<file path="src/rtl/busCatchPkg.sv">
package busCatchPkg;

  // Strobes from control to datapath
  typedef struct packed {
    logic capture;   // fault edge: load the snapshot
    logic clearCap;  // snapshot read: empty it
    logic ackHit;    // matching interrupt acknowledge
  } catchStrobe_t;

endpackage

</file>
<file path="src/rtl/busCatchCtrl.sv">
module busCatchCtrl
  import busCatchPkg::*;
#(
  parameter int CLK_PER_US = 125,
  parameter int DEFAULT_US = 8,
  parameter int TMO_W      = 8
) (
  input  logic             clk,
  input  logic             rstN,
  input  logic             asActive,
  input  logic             dtackIn,
  input  logic             iackActive,
  input  logic [2:0]       iackLevel,
  input  logic             cfgRdEn,
  input  logic [TMO_W-1:0] tmoVal,
  input  logic [2:0]       curLevel,
  output logic             dtackOut,
  output logic             irqPend,
  output catchStrobe_t     stb
);

  localparam int TICK_W = (CLK_PER_US > 1) ? $clog2(CLK_PER_US) : 1;

  logic [TICK_W-1:0] tickCnt;
  logic [TMO_W-1:0]  usCnt;
  logic [TMO_W-1:0]  limitM1;
  logic              capValid;
  logic              armed;
  logic              stalled;
  logic              tickLast;
  logic              faultNow;

  assign armed    = !irqPend && !capValid;
  assign stalled  = asActive && !dtackIn && armed && !dtackOut;
  assign limitM1  = ((tmoVal == '0) ? TMO_W'(DEFAULT_US) : tmoVal) - TMO_W'(1);
  assign tickLast = (tickCnt == TICK_W'(CLK_PER_US - 1));
  assign faultNow = stalled && tickLast && (usCnt >= limitM1);

  always_comb begin
    stb.capture  = faultNow;
    stb.clearCap = cfgRdEn && capValid;
    stb.ackHit   = iackActive && irqPend && (iackLevel == curLevel);
  end

  // Prescaled stall timer: microsecond ticks, then microsecond count
  always_ff @(posedge clk) begin
    if (!rstN) begin
      tickCnt <= '0;
      usCnt   <= '0;
    end else if (!stalled || faultNow) begin
      tickCnt <= '0;
      usCnt   <= '0;
    end else if (tickLast) begin
      tickCnt <= '0;
      usCnt   <= usCnt + TMO_W'(1);
    end else begin
      tickCnt <= tickCnt + TICK_W'(1);
    end
  end

  always_ff @(posedge clk) begin
    if (!rstN) begin
      capValid <= 1'b0;
      irqPend  <= 1'b0;
      dtackOut <= 1'b0;
    end else begin
      if (faultNow)          capValid <= 1'b1;
      else if (stb.clearCap) capValid <= 1'b0;

      if (faultNow)        irqPend <= 1'b1;
      else if (stb.ackHit) irqPend <= 1'b0;

      if (faultNow)       dtackOut <= 1'b1;
      else if (!asActive) dtackOut <= 1'b0;
    end
  end

endmodule

</file>
<file path="src/rtl/busCatchData.sv">
module busCatchData
  import busCatchPkg::*;
#(
  parameter int         TMO_W        = 8,
  parameter logic [7:0] RESET_VECTOR = 8'h0F
) (
  input  logic             clk,
  input  logic             rstN,
  input  catchStrobe_t     stb,
  input  logic             irqPend,
  input  logic             cfgWrEn,
  input  logic [31:0]      cfgWdata,
  input  logic [15:0]      addrHi,
  input  logic             addr32,
  input  logic [5:0]       amIn,
  input  logic [7:0]       xamIn,
  output logic [31:0]      cfgRdata,
  output logic [6:0]       irqOut,
  output logic             vecValid,
  output logic [7:0]       vecOut,
  output logic [TMO_W-1:0] tmoVal,
  output logic [2:0]       curLevel
);

  localparam int LEVELS = 7;

  logic [7:0] vector;
  logic [7:0] capAddr;
  logic [7:0] capXam;
  logic [5:0] capAm;
  logic [2:0] newLevel;
  logic       unusedWdata;

  assign unusedWdata = ^{cfgWdata[31:24], cfgWdata[0]};

  // Highest requested level wins; no bit set keeps the current level
  always_comb begin
    newLevel = curLevel;
    for (int i = 1; i <= LEVELS; i++) begin
      if (cfgWdata[i]) newLevel = 3'(i);
    end
  end

  always_ff @(posedge clk) begin
    if (!rstN) begin
      curLevel <= 3'd1;
      vector   <= RESET_VECTOR;
      tmoVal   <= '0;
    end else if (cfgWrEn) begin
      curLevel <= newLevel;
      vector   <= cfgWdata[15:8];
      tmoVal   <= cfgWdata[16 +: TMO_W];
    end
  end

  always_ff @(posedge clk) begin
    if (!rstN) begin
      capAddr <= '0;
      capXam  <= '0;
      capAm   <= '0;
    end else if (stb.capture) begin
      capAddr <= addr32 ? addrHi[15:8] : addrHi[7:0];
      capXam  <= xamIn;
      capAm   <= amIn;
    end else if (stb.clearCap) begin
      capAddr <= '0;
      capXam  <= '0;
      capAm   <= '0;
    end
  end

  always_ff @(posedge clk) begin
    if (!rstN) begin
      vecValid <= 1'b0;
      vecOut   <= '0;
    end else begin
      vecValid <= stb.ackHit;
      vecOut   <= stb.ackHit ? vector : 8'h00;
    end
  end

  assign cfgRdata = {8'h00, capAddr, capXam, 2'b00, capAm};

  for (genvar g = 0; g < LEVELS; g++) begin : gLevel
    assign irqOut[g] = irqPend && (curLevel == 3'(g + 1));
  end

endmodule

</file>
<file path="src/rtl/busCatch.sv">
module busCatch
  import busCatchPkg::*;
#(
  parameter int         CLK_PER_US   = 125,
  parameter int         DEFAULT_US   = 8,
  parameter int         TMO_W        = 8,
  parameter logic [7:0] RESET_VECTOR = 8'h0F
) (
  input  logic        clk,
  input  logic        rstN,
  input  logic        asActive,
  input  logic        dtackIn,
  input  logic [15:0] addrHi,
  input  logic        addr32,
  input  logic [5:0]  amIn,
  input  logic [7:0]  xamIn,
  output logic        dtackOut,
  output logic [6:0]  irqOut,
  input  logic        iackActive,
  input  logic [2:0]  iackLevel,
  output logic        vecValid,
  output logic [7:0]  vecOut,
  input  logic        cfgWrEn,
  input  logic        cfgRdEn,
  input  logic [31:0] cfgWdata,
  output logic [31:0] cfgRdata
);

  catchStrobe_t     stb;
  logic             irqPend;
  logic [TMO_W-1:0] tmoVal;
  logic [2:0]       curLevel;

  busCatchCtrl #(
    .CLK_PER_US(CLK_PER_US),
    .DEFAULT_US(DEFAULT_US),
    .TMO_W     (TMO_W)
  ) i_ctrl (
    .clk       (clk),
    .rstN      (rstN),
    .asActive  (asActive),
    .dtackIn   (dtackIn),
    .iackActive(iackActive),
    .iackLevel (iackLevel),
    .cfgRdEn   (cfgRdEn),
    .tmoVal    (tmoVal),
    .curLevel  (curLevel),
    .dtackOut  (dtackOut),
    .irqPend   (irqPend),
    .stb       (stb)
  );

  busCatchData #(
    .TMO_W       (TMO_W),
    .RESET_VECTOR(RESET_VECTOR)
  ) i_data (
    .clk     (clk),
    .rstN    (rstN),
    .stb     (stb),
    .irqPend (irqPend),
    .cfgWrEn (cfgWrEn),
    .cfgWdata(cfgWdata),
    .addrHi  (addrHi),
    .addr32  (addr32),
    .amIn    (amIn),
    .xamIn   (xamIn),
    .cfgRdata(cfgRdata),
    .irqOut  (irqOut),
    .vecValid(vecValid),
    .vecOut  (vecOut),
    .tmoVal  (tmoVal),
    .curLevel(curLevel)
  );

endmodule

</file>
<file path="config.mk">
export PLATFORM = sky130hd
export DESIGN_NAME = busCatch
export DESIGN_NICKNAME = d
export VERILOG_FILES = /design/src/rtl/busCatchPkg.sv /design/src/rtl/busCatchCtrl.sv /design/src/rtl/busCatchData.sv /design/src/rtl/busCatch.sv
export SDC_FILE = /design/constraint.sdc
export NUM_CORES = 1
export LEC_CHECK = 0
export BUFFER_PORTS_ARGS = -buffer_cell sky130_fd_sc_hd__clkbuf_2
export CORE_MARGIN = 2
export CORE_UTILIZATION = 45
export DETAILED_ROUTE_END_ITERATION = 12
export PLACE_DENSITY = 0.74
export SYNTH_ARGS = -nofsm -noshare
export SYNTH_HDL_FRONTEND = slang
export SYNTH_HIERARCHICAL = 1
export SYNTH_SLANG_ARGS = --single-unit
</file>
<file path="constraint.sdc">
create_clock -name clk -period 6.3 [get_ports clk]
set_clock_uncertainty 0.05 [all_clocks]
set_input_delay 0.315 -clock clk [delete_from_list [all_inputs] [get_ports clk]]
set_output_delay 0.315 -clock clk [all_outputs]
set_load 0.02 [all_outputs]
</file>
-- Yosys cells after proc, flatten, opt, wreduce, memory -nomap -nowiden
Index checks and enable logic that the tools add are counted.
- output and inout bits: 49
- input bits: 73
- flip-flop bits (word level): 68
- multiplexer cells: 20
- equal/unequal tests: 10
- bitwise operators: 1
- $add $sub $neg: 3
- order comparisons: 1
- reductions and logical operators: 30
- operators by type and width (cell ; count):
    $mux W8 ; 5
    $mux W3 ; 7
    $logic_and A1 B1 Y1 ; 16
    $eq A3 B3 Y1 const B ; 4
    $mux W6 ; 2
    $add A8 B1 Y8 const B ; 1
    $ge A8 B8 Y1 ; 1
    $logic_not A8 Y1 ; 1
    $sub A8 B1 Y8 const B ; 1
    $add A7 B1 Y7 const B ; 1
    $eq A7 B7 Y1 const B ; 1
    $reduce_bool A7 Y1 ; 1
    $eq A3 B2 Y1 const B ; 2
    $mux W1 ; 6
    $logic_not A1 Y1 ; 5
    $reduce_and A2 Y1 ; 2
    $reduce_bool A2 Y1 ; 2
    $eq A3 B1 Y1 const B ; 1
    $eq A3 B3 Y1 ; 1
    $reduce_or A3 Y1 ; 1
    $ne A2 B1 Y1 const B ; 1
    $reduce_or A2 Y1 ; 1
    $logic_or A1 B1 Y1 ; 1
    $not A1 Y1 ; 1

-- Longest topological paths before layout
- depth in word-level cells: 8
- gate-level depth with buffers: 18
- mapped depth without buffers: 15

-- Cells and area by module
The synthesis kept the hierarchy.
- modules (own cells, without submodules) (module ; cells an instance ; instances ; area an instance (um^2) ; sequential area each (um^2)):
    busCatchData ; 219 ; 1 ; 2120.8 ; 1001.0
    busCatchCtrl ; 151 ; 1 ; 1222.4 ; 360.3

-- Worst setup path after synthesis
OpenSTA, ideal clock, no wires.
- kind: register to register
- from: register i_data.tmoVal[0]
- to: register i_data.capAddr[0]
- path slack: 3.242 ns
- period minus slack after synthesis: 3.058 ns
- arrival time: 2.893 ns
- path buffers: 3
- stages on the path, launching flop included: 19
- cell sequence: dfxtp_1 -> inv_1 -> ha_1 -> nand2_1 -> nor3b_1 -> nor3_1 -> a21oi_1 -> ha_1 -> nand4_1 -> nor2_1 -> a211oi_2 -> or3_4 -> inv_1 -> buf_4 -> clkbuf_1 -> clkbuf_1 -> nor3b_1 -> a21oi_1 -> nor2b_1
- cells in the longest elaborated chain, start to end: 6
- elaborated cells on any way between the ends: 7
- ends and longest elaborated chain (element ; line ; text):
    from (decl) ; busCatchData.sv:21 ; output logic [TMO_W-1:0] tmoVal,
    from (signal assigned) ; busCatchData.sv:52 ; tmoVal <= cfgWdata[16 +: TMO_W];
    $logic_not A8 Y1 ; busCatchCtrl.sv:35 ; assign limitM1 = ((tmoVal == '0) ? TMO_W'(DEFAULT_US) : tmoVal) - TMO_W'(1);
    $mux W8 * ; busCatchCtrl.sv:35 ;
    $sub A8 B1 Y8 * ; busCatchCtrl.sv:35 ;
    $ge A8 B8 Y1 * ; busCatchCtrl.sv:37 ; assign faultNow = stalled && tickLast && (usCnt >= limitM1);
    $logic_and A1 B1 Y1 * ; busCatchCtrl.sv:37 ;
    named net i_ctrl.faultNow ; busCatchCtrl.sv:31 ; logic faultNow;
    $mux W8 / $reduce_bool A2 Y1 (equally long branches) ; -- ;
    to (signal assigned) ; busCatchData.sv:62 ; capAddr <= addr32 ? addrHi[15:8] : addrHi[7:0];
    to (decl) ; busCatchData.sv:28 ; logic [7:0] capAddr;
The timed path passes the listed nets; every way through them passes the cells marked *.
A chain may end at the register's enable or synchronous reset.

==> run metrics <==
status=complete, no violations; slew at the pin closest to its max-slew limit=1.19 ns; CTS clk-pin slew, worst paths=0.07 ns; Netlist Area Pre-Place=0.00334 mm2; vias in the first global route=2509; clock sinks=68; row cnt=31; Skew-Pair Late Insertion Delay=0.34 ns; Clock Tree Buf Depth=2; Final Max Tran Viols=0; layout cells sized above 1=26.9%; P_int=622 uW; Design Area, Final=0.00402 mm2; Rel. slew slack=20.7%; area of the multi-input gates=0.00183 mm2; CTS tree=yes; first-pass GRT wire length=11400 um; Mapped Cells=370; Worst setup EP type=register; Yosys reg bits=68; minimum clock period=3.98 ns; H-tree depth=3; Top FF cell, synth=dfxtp_1; pwr/cell area=207 mW/mm2; total track usage=17.0%; slowest stage cell, crit path=a211oi_2; drt total wl=6820 um; core area=0.00721 mm2; CP max stage delay=0.58 ns; Synth Area in Adders=4.49%; R2R cell count=14; port bufs=102; Synth Area in Compound Gates=9.88%; RR Startpoint=i_data/tmoVal[2]; CP startpoint kind=register; post-route ant nets=0; Post-CTS Setup Bufs=0; cts hold-fix bufs=0; drc violations=0; synth-to-layout area growth=20.1%; via/cell ratio=4.93; worst min path class=primary input to register; placed wire-length estimate=5050 um; WHS Endpoint=i_data/vector[2]; net switching power=211 uW; drt wl/cell=12.0 um; r2r setup slk=2.32 ns; final setup fails=0; grt ovf=0; cell with the most instances after synthesis=dfxtp_1; Post-synth EDFFs=0; Area contributors post-synth=dfxtp_1, nor2b_1, mux2i_1, nor3b_1, a21oi_1; sequential share of power=53.4%; XOR/XNOR Fraction of Synth Area=2.36%; Clk pwr share=36.2%; static leakage=0.00178 uW; Synth Warn #=6; main combinational cell family by area after synthesis=simple AND/OR/NAND/NOR gates; top cells by count, synth=dfxtp_1, nor2b_1, a21oi_1, nand2_1, nor3b_1; sequential share of the synthesized area=40.7%; Die X=90.2 um; Critical Path AT=4.20 ns; hold depth=3; Buf/Inv on CP=1; largest net degree at the start of global routing=57; post-synthesis cell type count=46; Synth area leader=dfxtp_1; async set-reset flop share out of synthesis=0%; simple-gate area share of the yosys netlist=28.2%; CTS resizes=0; Initial Utilization=46.3%; Avg Inst Size Synth=9.04 um2; Crit Path Category=register to register; flip-flop and latch area=0.00136 mm2; Sum Neg Setup Slack=0 ns; Critical Path RT=6.52 ns; final cycle utilization of the critical path=63.1%; Cell Chain, Critical Path=nor2_1, nand2_1, nor3b_1, nor3_1, a21oi_1, ha_1, a211oi_1, nor2_1, a211oi_2, or3_4, inv_1, nor3b_1, a21oi_1, nor2b_1; Hold Fails Final Rpt=0; unrepaired setup endpoints after global routing=false; Yosys top cell area share=40.7%; switch share=25.3%; Antenna Cells=0; initial antenna violation count=0; Num CTS Buffers=9; CTS Root Cell=clkbuf_8; RD Place Congestion=0.796; Max-Cap Viols=0; Vias=2800; combinational fraction of design power=10.4%; Net count, final=549; largest delay contributor family on the critical path=simple AND/OR/NAND/NOR gates; crit-path max FO=44; Die Ht=90.2 um; hold path startpoint=cfgWdata[10]; Die ar.=0.00814 mm2; VDD IR max=0.198 mV; layout filler cell count=672; post-synthesis mux area share=8.68%; first-pass detailed-route iteration total=4; maximum clock frequency=0.251 GHz; io pins=122; worst r2r dst=i_data/capAddr[7]; dpl cell area=0.00385 mm2; DRT iter0 DRCs=103
## worst max-delay path by stage
stage | startpoint | endpoint | cells past startpoint
after global routing | i_data/tmoVal[0] | i_data/capAddr[5] | 15
after CTS | i_data/tmoVal[0] | i_data/capAddr[7] | 15
after global placement | i_data/tmoVal[0] | i_data/capXam[2] | 15
after floorplan | i_data/tmoVal[0] | i_data/capAddr[0] | 18
final | i_data/tmoVal[2] | i_data/capAddr[7] | 14
after detailed placement | i_data/tmoVal[0] | i_data/capAddr[7] | 15
## state kept, by name, indices dropped and copies added (netlist names)
register and cells:
i_ctrl/usCnt 8, i_data/capAddr 8, i_data/capXam 8, i_data/tmoVal 8
i_data/vecOut 8, i_data/vector 8, i_ctrl/tickCnt 7, i_data/capAm 6
i_data/curLevel 3, i_ctrl/capValid 1, i_ctrl/dtackOut 1, i_ctrl/irqPend 1
i_data/vecValid 1
## per-layer routing
| metal | track usage, % | vias up | share of wire, % |
|---|---|---|---|
| met4 | 5.77 | 0 | 1.2 |
| met3 | 5.03 | 8 | 5.6 |
| met1 | 21.6 | 1261 | 45 |
| li1 | - | 1447 | - |
| met5 | 0 | - | 0 |
| met2 | 27.8 | 84 | 48 |
## layout make-up
| class | instances | area share (%) |
|---|---|---|
| multi-input combinational | 275 | 45.6 |
| sequential | 68 | 33.9 |
| timing repair buffer | 102 | 12.7 |
| clock buffer | 11 | 3.27 |
| tap | 99 | 3.09 |
| inverter | 8 | 0.748 |
| clock inverter | 5 | 0.717 |
## tightest hold or removal path: stages
cell	delay (ns)
clkbuf_2	0.07
mux2i_1	0.06
nand2_1	0.05
## power groups by stage
stage | registers (uW) | logic (uW) | clock network, uW
detailed placement | 454 | 87.6 | 0
CTS | 444 | 87.8 | 312
finish | 445 | 86.9 | 301
global placement | 454 | 84.4 | 0
global route | 446 | 97.3 | 332
floorplan | 453 | 62.1 | 0
## logic make-up after synthesis
logic type               count (synthesis)
AND/OR/NAND/NOR                        164
flip-flops                              68
AO/OA/AOI/OAI                           52
buffers and inverters                   36
multiplexers                            28
adder cells (fa/ha/maj)                 12
XOR/XNOR                                 9
other                                    1
## placed cells by master (no fill, tap or decap), types with 2 or more instances in the layout
master / synthesis / routed
a211oi_1: 2 / 2
a211oi_2: 2 / 2
a21boi_2: 3 / 3
a21oi_1: 30 / 30
a31oi_1: 3 / 3
and2_1: 2 / 2
and3_1: 13 / 13
clkbuf_1: 13 / 2
clkbuf_2: 0 / 102
clkbuf_8: 0 / 9
clkinv_2: 0 / 4
conb_1: 1 / 10
dfxtp_1: 68 / 68
ha_1: 12 / 12
inv_1: 8 / 8
mux2_1: 8 / 8
mux2i_1: 20 / 20
nand2_1: 25 / 25
nand2b_1: 5 / 5
nand3_1: 13 / 13
nand3b_1: 2 / 2
nand4_1: 2 / 2
nor2_1: 23 / 23
nor2b_1: 38 / 38
nor3_1: 6 / 6
nor3b_1: 24 / 24
nor4_1: 3 / 3
o21a_1: 2 / 2
o21ai_0: 3 / 3
o21ai_1: 2 / 2
xnor2_1: 5 / 5
xor2_1: 4 / 4
## stage by stage
step | power (uW) | hold slack, ns | worst slack [ns] | utilization [%] | std cells
after floorplan | 515 | 0.383 | 3.24 | - | 379
after global placement | 538 | 0.396 | 2.51 | 53.4 | 552
after detailed placement | 542 | 0.404 | 2.37 | 53.4 | 552
after CTS | 844 | 0.128 | 2.34 | 55.7 | 568
after global routing | 876 | 0.147 | 1.97 | 55.7 | 568
final | 832 | 0.138 | 2.32 | 55.7 | 568
No activity file was read; power rests on OpenSTA's default activity.
